**src/rtl/icap_conditioner.sv**
```systemverilog
module icap_conditioner #(
  parameter int SYNC_STAGES = 2,
  parameter int DIV_W       = 5
) (
  input  logic       clk,
  input  logic       rst_n,
  input  logic       dts_tick,
  input  logic       pin_in,
  input  logic [3:0] flt_sel,
  input  logic [1:0] psc_sel,
  input  logic       fall_sel,
  input  logic       ch_en,
  output logic       cap_pulse
);
  localparam int WARM_LAST = SYNC_STAGES + 1;
  localparam int WARM_W    = $clog2(WARM_LAST + 1);

  function automatic logic [3:0] run_need(input logic [3:0] c);
    case (c)
      4'd1:                        return 4'd2;
      4'd2:                        return 4'd4;
      4'd10, 4'd13:                return 4'd5;
      4'd4, 4'd6, 4'd8, 4'd11, 4'd14: return 4'd6;
      default:                     return 4'd8;
    endcase
  endfunction

  function automatic logic [2:0] div_log2(input logic [3:0] c);
    case (c)
      4'd4, 4'd5:          return 3'd1;
      4'd6, 4'd7:          return 3'd2;
      4'd8, 4'd9:          return 3'd3;
      4'd10, 4'd11, 4'd12: return 3'd4;
      4'd13, 4'd14, 4'd15: return 3'd5;
      default:             return 3'd0;
    endcase
  endfunction

  logic [SYNC_STAGES-1:0] sync_q;
  logic [WARM_W-1:0]      warm_q;
  logic [DIV_W-1:0]       div_q;
  logic [3:0]             flt_q;
  logic [3:0]             run_q;
  logic [2:0]             psc_q;
  logic                   filt_q, filt_d;

  wire             s_in      = sync_q[SYNC_STAGES-1];
  wire             warm_done = (warm_q == WARM_LAST[WARM_W-1:0]);
  wire             code_chg  = (flt_sel != flt_q);
  wire [3:0]       need      = run_need(flt_sel);
  wire [DIV_W-1:0] div_mask  = DIV_W'((1 << div_log2(flt_sel)) - 1);
  wire             clk_rate  = (flt_sel != 4'd0) && (flt_sel < 4'd4);
  wire             samp      = !code_chg &&
                               (clk_rate || (flt_sel >= 4'd4 && dts_tick &&
                                             ((div_q & div_mask) == div_mask)));
  wire [2:0]       psc_mask  = (3'd1 << psc_sel) - 3'd1;
  wire             edge_q    = warm_done && (filt_q != filt_d) && (filt_q == !fall_sel);

  always_ff @(posedge clk or negedge rst_n)
    if (!rst_n) sync_q <= '0;
    else        sync_q <= {sync_q[SYNC_STAGES-2:0], pin_in};

  always_ff @(posedge clk or negedge rst_n)
    if (!rst_n)          warm_q <= '0;
    else if (!warm_done) warm_q <= warm_q + 1'b1;

  always_ff @(posedge clk or negedge rst_n)
    if (!rst_n) begin
      flt_q <= '0;
      div_q <= '0;
    end else begin
      flt_q <= flt_sel;
      if (code_chg)      div_q <= '0;
      else if (dts_tick) div_q <= div_q + 1'b1;
    end

  always_ff @(posedge clk or negedge rst_n)
    if (!rst_n) begin
      filt_q <= 1'b0;
      filt_d <= 1'b0;
      run_q  <= '0;
    end else if (!warm_done) begin
      filt_q <= s_in;
      filt_d <= s_in;
      run_q  <= '0;
    end else begin
      filt_d <= filt_q;
      if (flt_sel == 4'd0) begin
        filt_q <= s_in;
        run_q  <= '0;
      end else if (code_chg) begin
        run_q <= '0;
      end else if (samp) begin
        if (s_in == filt_q) run_q <= '0;
        else if (run_q == need - 4'd1) begin
          filt_q <= s_in;
          run_q  <= '0;
        end else run_q <= run_q + 4'd1;
      end
    end

  always_ff @(posedge clk or negedge rst_n)
    if (!rst_n) begin
      psc_q     <= '0;
      cap_pulse <= 1'b0;
    end else begin
      cap_pulse <= ch_en && edge_q && (psc_q == psc_mask);
      if (!ch_en) psc_q <= '0;
      else if (edge_q) psc_q <= (psc_q == psc_mask) ? 3'd0 : psc_q + 3'd1;
    end
endmodule


```
**config.mk**
```make
export PLATFORM = sky130hd
export DESIGN_NAME = icap_conditioner
export DESIGN_NICKNAME = d
export VERILOG_FILES = /design/src/rtl/icap_conditioner.sv
export SDC_FILE = /design/constraint.sdc
export NUM_CORES = 1
export LEC_CHECK = 0
export ABC_AREA = 1
export BUFFER_PORTS_ARGS = -buffer_cell sky130_fd_sc_hd__clkbuf_2
export CORE_MARGIN = 5
export CORE_UTILIZATION = 30
export DETAILED_ROUTE_END_ITERATION = 10
export PLACE_DENSITY = 0.44
export SETUP_SLACK_MARGIN = 0.05
export SLEW_MARGIN = 25
export SYNTH_ARGS = -nofsm -noshare
export SYNTH_HDL_FRONTEND = slang
export SYNTH_SLANG_ARGS = --single-unit
export TNS_END_PERCENT = 10
```
**constraint.sdc**
```tcl
create_clock -name clk -period 4.1 [get_ports clk]
set_clock_uncertainty 0.2 [all_clocks]
set_input_delay 0.82 -clock clk [delete_from_list [all_inputs] [get_ports clk]]
set_output_delay 0.82 -clock clk [all_outputs]
set_load 0.005 [all_outputs]
```
======== Yosys cells after proc, flatten, opt, wreduce, memory -nomap -nowiden ========
Memories as Yosys holds them, arrays and structs flattened.
Index checks and enable logic that the tools add are counted.
word-level totals
  memories ................................ 2
  ROM bits ................................ 112
  bits of input ports ..................... 12
  word-level logic and storage cells ...... 70
  output and inout bits ................... 1
  bits in registers ....................... 23
memories
  name              words  width  rd ports  clocked after memory_dff  write ports  line  text
  (name not given)  16     4      1         0                         0            19    case (c)
  (name not given)  16     3      1         0                         0            29    case (c)
operators by class
  shift operators ......................... 2
  equality and inequality tests ........... 14
  bitwise gates (word level) .............. 1
  muxes and demuxes ....................... 18
  reduce and logical (&&, ||, !) cells .... 15
  magnitude comparators ................... 2
  $add $sub $neg .......................... 7
operator list
  cell                 number
  $mux 4               6
  $mux 5               2
  $mux 3               3
  $logic_and 1x1->1    8
  $mux 1               7
  $ne 3x1->1 const B   2
  $add 5x1->5 const B  1
  $and 5x5->5          1
  $eq 5x5->1           1
  $shl 1x3->5 const A  1
  $sub 5x2->5 const B  1
  $add 4x1->4 const B  1
  $eq 4x4->1           1
  $ge 4x3->1 const B   1
  $logic_not 4->1      1
  $lt 4x3->1 const B   1
  $ne 4x1->1 const B   1
  $ne 4x4->1           1
  $reduce_and 4->1     1
  $reduce_bool 4->1    1
  $sub 4x1->4 const B  1
  $add 3x1->3 const B  1
  $eq 3x3->1           1
  $ne 3x2->1 const B   1
  11 further kinds     13

======== Logic depth before layout (Yosys ltp) ========
Gate-level depths: netlist of run 1.
An unclocked memory read counts as a cell.
  depth after elaboration ................. 12
  gate-level depth with buffers ........... 18
  mapped depth without buffers ............ 18

======== Least setup slack after synthesis of run 1 ========
No wires, ideal clock.
  path kind ............................... input -> register
  from .................................... input flt_sel[0]
  to ...................................... register filt_q
  arrival ................................. 2.361 ns
  data required time ...................... 3.783 ns
  cell stages on the path ................. 15
  setup slack ............................. 1.422 ns
  path buffers ............................ 0
  setup time .............................. 0.117 ns
  cells stage by stage .................... inv_1 > ha_1 > nand2_1 > nand3_2 > nand2_2 > inv_1 > ha_1 > xor2_1 > nand3_1 > nor2_2 > nand2_1 > nor2_1 > nand2_1 > nand3_1 > nand2_1
between the ends
  word-level cells in the longest chain between the ends .. 10
  elaborated cells between the ends (all ways) .. 26
  those cells by class .................... add/sub: 2; order compare: 2; eq/ne: 7; shift: 1; mux: 2; bitwise: 1; reduce/logical: 9; memory: 2
RTL lines
  what                               line  text
  start: declaration                 9     input logic [3:0] flt_sel,
  $mem_v2 16x3                       n/a
  $shl 1x3->5                        51    wire [DIV_W-1:0] div_mask = DIV_W'((1 << div_log2(flt_sel)) - 1);
  $sub 5x2->5                        51
  $and 5x5->5                        55    ((div_q & div_mask) == div_mask)));
  $eq 5x5->1                         55
  $logic_and 1x1->1                  54    (clk_rate || (flt_sel >= 4'd4 && dts_tick &&
  $logic_or 1x1->1                   54
  $logic_and 1x1->1                  53    wire samp = !code_chg &&
  $ne 3x1->1 (no source line)        n/a
  $reduce_and 4->1 (no source line)  n/a
  end signal: assignment             83    filt_q <= s_in;
  end signal: assignment             89    filt_q <= s_in;
  end signal: assignment             96    filt_q <= s_in;
  end: declaration                   45    logic filt_q, filt_d;
Parallel ways exist; a longest one is shown, timed or not.
A chain may end at the register's enable or synchronous reset.

======== Worst setup path in the final report of run 1 ========
  from .................................... input flt_sel[1]
  to ...................................... register filt_q
The elaborated chain is that of the path after synthesis.

==> results of run 1 <==
## layout make-up
cell class                 count  area (µm²)
sequential                    23       575.6
clock buffer                   3       41.29
fill                         578        3358
tap                           70       87.58
multi-input combinational    154       868.3
inverter                      29       108.9
clock inverter                 1       7.507
timing repair buffer          12       60.06
## worst paths after layout
path / end / startpoint / slack [ns]
worst max-delay path: filt_q$_DFFE_PN0P_ / flt_sel[1] / 1.31
worst min-delay path: sync_q[1]$_DFF_PN0_ / sync_q[0]$_DFF_PN0_ / 0.15
worst max register to register: filt_q$_DFFE_PN0P_ / flt_q[1]$_DFF_PN0_ / 2.43
worst min register to register: sync_q[1]$_DFF_PN0_ / sync_q[0]$_DFF_PN0_ / 0.15
max in group asynchronous: run_q[1]$_DFFE_PN0P_ / rst_n / 2.94
min in group asynchronous: div_q[0]$_DFFE_PN0P_ / rst_n / 0.34
## sequential cells by signal, indices dropped and copies added, names as in the netlist
name / flops
psc_q: 3
filt_q: 1
filt_d: 1
flt_q: 4
cap_pulse: 1
sync_q: 2
warm_q: 2
run_q: 4
div_q: 5
## cell usage in the layout, fill, tap and decap left out, types with 2 or more instances in the layout
master,Yosys,routed
nand2_1,59,59
inv_1,27,27
dfrtp_1,23,23
nand3_1,16,16
nor2_1,16,16
clkbuf_2,0,12
ha_1,10,10
xor2_1,9,9
nor3_1,6,6
nand3_2,5,5
xnor2_1,5,5
nand2_2,4,4
a21oi_1,4,4
nor2_2,4,4
o21ai_1,4,4
o21ai_0,3,3
nand4_1,3,3
clkbuf_8,0,3
inv_2,2,2
## power by group
group | switching, mW | total [mW] | leakage (nW) | internal [mW]
Clock | 0.0821 | 0.151 | 0.0217 | 0.0689
Combinational | 0.0682 | 0.108 | 0.588 | 0.0394
Sequential | 0.0100 | 0.249 | 0.293 | 0.239
Total | 0.160 | 0.508 | 0.903 | 0.347
## metal layers
layer	global-route usage, %	wire length, µm	up-vias
li1	-	-	688
met1	14.34	1614	563
met2	16.67	1264	13
met3	2.169	122	2
met4	3.987	25	0
met5	0	0	-
## stage by stage
step | setup slack, ns | hold WS [ns] | std cells
finish | 1.312 | 0.1547 | 292
global route | 1.136 | 0.1752 | 292
CTS | 1.323 | 0.1573 | 292
detailed placement | 1.036 | 0.1370 | 288
global placement | 1.043 | 0.1331 | 288
floorplan | 1.422 | 0.1312 | 208
## kinds of logic after synthesis
group / synth area share (%)
xor+xnor: 7.815
mux: 0.6380
buf+inv: 7.974
simple gates: 33.65
flops: 36.68
compound gates: 5.263
fa+ha+maj: 7.974
==> results.cfg, run 1 <==
[run_status]
status = complete, no violations

[logic_synthesis]
yosysSeqAreaShare_pct = 36.68
ys_ff_latch = 23
synth_area_leaders = dfrtp_1 (37%), nand2_1 (14%), ha_1 (8.0%)
synth_flop_cell = dfrtp_1
yosys.area.top_type = dfrtp_1
synth.most_common_cell = nand2_1
synth_top_area_share_pct = 36.68
synth_nets = 230
netlist_area_mm2 = 0.001569
ys_async_sr_fraction_pct = 100.0
synthCells = 208
synth-edff-count = 0
synth_cell_types = 25
yosys_warnings = 0
synth.avg_cell_area_um2 = 7.543
synth.top_cells.by_count = nand2_1 (59), inv_1 (27), dfrtp_1 (23), nand3_1 (16), nor2_1 (16)

[die]
dieArea_mm2 = 0.006777
coreArea_mm2 = 0.005107
rows = 26
die_x_um = 82.32
start_util_pct = 30.72
num_io_pins = 13
die_h_um = 82.32

[finish]
final_area_mm2 = 0.001749
antennaDiodeCount = 0
area_delta_synth_final_pct = 11.48
fin_nets = 245
fin_util_pct = 34.25
drive_above_1_share_pct = 14.86

[critical_path]
critPathMaxFanout = 7
cp-end-kind = register
worstPathArrival_ns = 2.76
path_depth = 16
cp-start-kind = input port
critPathSlowestCell = ha_1
crit_family = simple AND/OR/NAND/NOR gates
cp_cell_sequence = clkbuf_2, inv_1, ha_1, nand2_1, nand3_2, nand2_2, inv_1, ha_1, xor2_1, nand3_1, nor2_2, nand2_1, nor2_1, nand2_1, nand3_1, nand2_1
crit_required_ns = 4.07
max_stage_delay_ns = 0.30
reg2reg_depth = 9
crit_type = in -> reg
crit_top_cell = nand2_1
crit_buf_inv = 3

[drt]
wirelength_mm = 3.027
vias = 1266
first_pass_iters = 4
drc = 0
drt_iter0_markers = 47
vias_per_cell = 4.336
wl_per_cell_um = 10.37
ant_nets = 0

[power]
power.total_mw = 0.5076
power.leakage_nw = 0.9026
p_per_area_mw_per_mm2 = 290.2
ir_worst_vdd_mv = 0.1707

[timing]
tightest_slew_ns = 0.6262
min_period_ns = 2.788
min_period_over_period_pct = 68.00
rsz0062_at_grt = false
setup_viol = 0
hold_viol_final = 0
final_max_slew_viol_count = 0
relSlewSlack_pct = 58.25
tns_ns = 0
max_freq_mhz = 358.7

[cts]
cts.sinks = 23
root_buffer = clkbuf_8
numCtsBuffers = 3
h-tree-depth = 1
cts-hold-fix-buffers = 0
clk_latency_ns = 0.27
cts_tree = yes
cts_setup_buffers = 0
clk_path_buf_depth = 2
post_cts_resized = 0
path_clk_slew_ns = 0.09

[global_routing]
grt_pass1_wl_mm = 5.609
grt_usage_pct = 10.64
antenna_found_initial = 0
grt_max_degree = 24
grt_pass1_vias = 1283
grt_overflow = 0

[place]
gp_congestion = 0.7489
place_area_mm2 = 0.001700
dp_hpwl_mm = 2.375
port_buffers = 12

[run]
cap_viol_max_count = 0

[hold_path]
hp-class = reg -> reg
holdPathStages = 0
Power figures use the tool's default switching activity.
==> run 2: changes to the inputs <==
- PLACE_DENSITY: 0.44 -> 0.45
- clock period: 4.1 -> 2.4 ns (I/O delays scaled with it)
==> run 2 against run 1 <==
The flow now finishes with violations (hold timing). Combinational power is 120% higher. Die area unchanged. Via count increased by 6.2%.
==> results.cfg, run 2 (synthesized netlist as in run 1, its figures left out) <==
[finish]
largest_register_ff_count = 5
fin_util_pct = 39.05
seq_area_um2 = 575.6
drive_above_1_share_pct = 27.62
fillCellCount = 554
mostFrequentLayoutCells = nand2_1 (55), dfrtp_1 (23), inv_1 (22), buf_4 (17)
antennaDiodeCount = 0
area_delta_synth_final_pct = 27.11
reg.largest.list = div_q x5, flt_q x4, run_q x4
final_common_cell = nand2_1
fin_nets = 262
largest-register = div_q
multi_input_area_um2 = 968.4

[global_routing]
antenna_found_initial = 0
grt_pass1_vias = 1237
grt_overflow = 0
grt_max_degree = 24
grt_pass1_wl_mm = 5.664
grt_usage_pct = 10.72

[critical_path]
worstPathArrival_ns = 2.18
cp-start-kind = input port
worstReg2RegEnd = filt_q$_DFFE_PN0P_
crit_type = in -> reg
r2r_start = run_q[2]$_DFFE_PN0P_
crit_required_ns = 2.36
regToRegSetupSlack_ns = 0.74
reg2reg_depth = 10
critPathMaxFanout = 3
cp-end-kind = register

[cts]
root_buffer = clkbuf_8
cts-hold-fix-buffers = 0
clk_latency_ns = 0.27
cts.sinks = 23
path_clk_slew_ns = 0.09
cts_tree = yes
numCtsBuffers = 3
h-tree-depth = 1
clk_path_buf_depth = 2

[power]
power.total_mw = 0.9130
ir_worst_vdd_mv = 0.2795
p_per_area_mw_per_mm2 = 457.8
power.leakage_nw = 0.9951

[timing]
tns_ns = 0
fin_ws_ns = 0.1763
setup_viol = 0
min_period_ns = 2.224
tightest_slew_ns = 0.6003
max_freq_mhz = 449.7
min_period_over_period_pct = 92.65
rsz0062_at_grt = false
hold_viol_final = 2
final_max_slew_viol_count = 0
relSlewSlack_pct = 59.98
fin_hold_ws_ns = -0.001865

[drt]
wirelength_mm = 3.307
vias = 1344
wl_per_cell_um = 10.70
first_pass_iters = 4
vias_per_cell = 4.350
drt_iter0_markers = 19
ant_nets = 0
drc = 0

[die]
die_h_um = 82.32
start_util_pct = 30.72
dieArea_mm2 = 0.006777
rows = 26
num_io_pins = 13
coreArea_mm2 = 0.005107
die_x_um = 82.32

[place]
port_buffers = 12
dp_hpwl_mm = 2.510
gp_congestion = 0.7544
preCtsSetupSlack_ns = -0.2103

[hold_path]
hp-class = in -> async

[run_status]
failed_checks = hold timing
status = complete, but fails checks

[run]
cap_viol_max_count = 0
run 2: critical path, stage by stage:
cell,delay [ns]
buf_4,0.13
inv_4,0.08
ha_4,0.21
nand2_4,0.07
nand3_4,0.07
nand2_2,0.08
inv_2,0.04
ha_4,0.25
xor2_1,0.13
nand3_1,0.13
nor2_4,0.15
nand2_2,0.06
nor2_2,0.12
nand2_1,0.07
nand3_2,0.05
nand2_1,0.05
run 2: cell type report:
class	count	area share (%)
timing repair buffer	29	10.04
clock buffer	3	2.070
multi-input combinational	154	48.56
clock inverter	1	0.3764
tap	70	4.391
inverter	29	5.709
sequential	23	28.86
run 2: worst max-delay path by stage:
stage / from / end / slack (ns)
6_report: flt_sel[0] / filt_q$_DFFE_PN0P_ / 0.18
5_1_grt: flt_sel[1] / filt_q$_DFFE_PN0P_ / 0.01
4_1_cts: flt_sel[1] / filt_q$_DFFE_PN0P_ / 0.07
3_5_place_dp: flt_sel[1] / filt_q$_DFFE_PN0P_ / -0.21
3_3_place_gp: flt_sel[0] / filt_q$_DFFE_PN0P_ / -0.19
2_1_floorplan: flt_sel[0] / filt_q$_DFFE_PN0P_ / 0.06
run 2: layer usage:
metal	vias to the layer above	part of all wire, %	global-route usage (%)
met2	13	44	16.27
met4	0	1.1	3.987
met3	4	2.8	1.735
met5	-	0	0
met1	607	52	15.20
li1	720	-	-
run 2: timing repair:
item | in CTS | in global routing
gates resized for setup | 0 | 31
setup endpoints to repair | 0 | 5
setup buffers | 0 | 1
endpoints found under the hold margin | 0 | 0
run 2: stage by stage:
step	instance area [µm²]	instances
floorplan	1569	208
global placement	1821	304
detailed placement	1821	304
CTS	1869	308
global route	1994	309
finish	1994	309
run 2: power breakdown:
part | total, mW | switching (mW) | internal [mW]
Sequential | 0.427 | 0.0188 | 0.408
Clock | 0.249 | 0.132 | 0.117
Combinational | 0.237 | 0.136 | 0.100
Total | 0.913 | 0.287 | 0.626
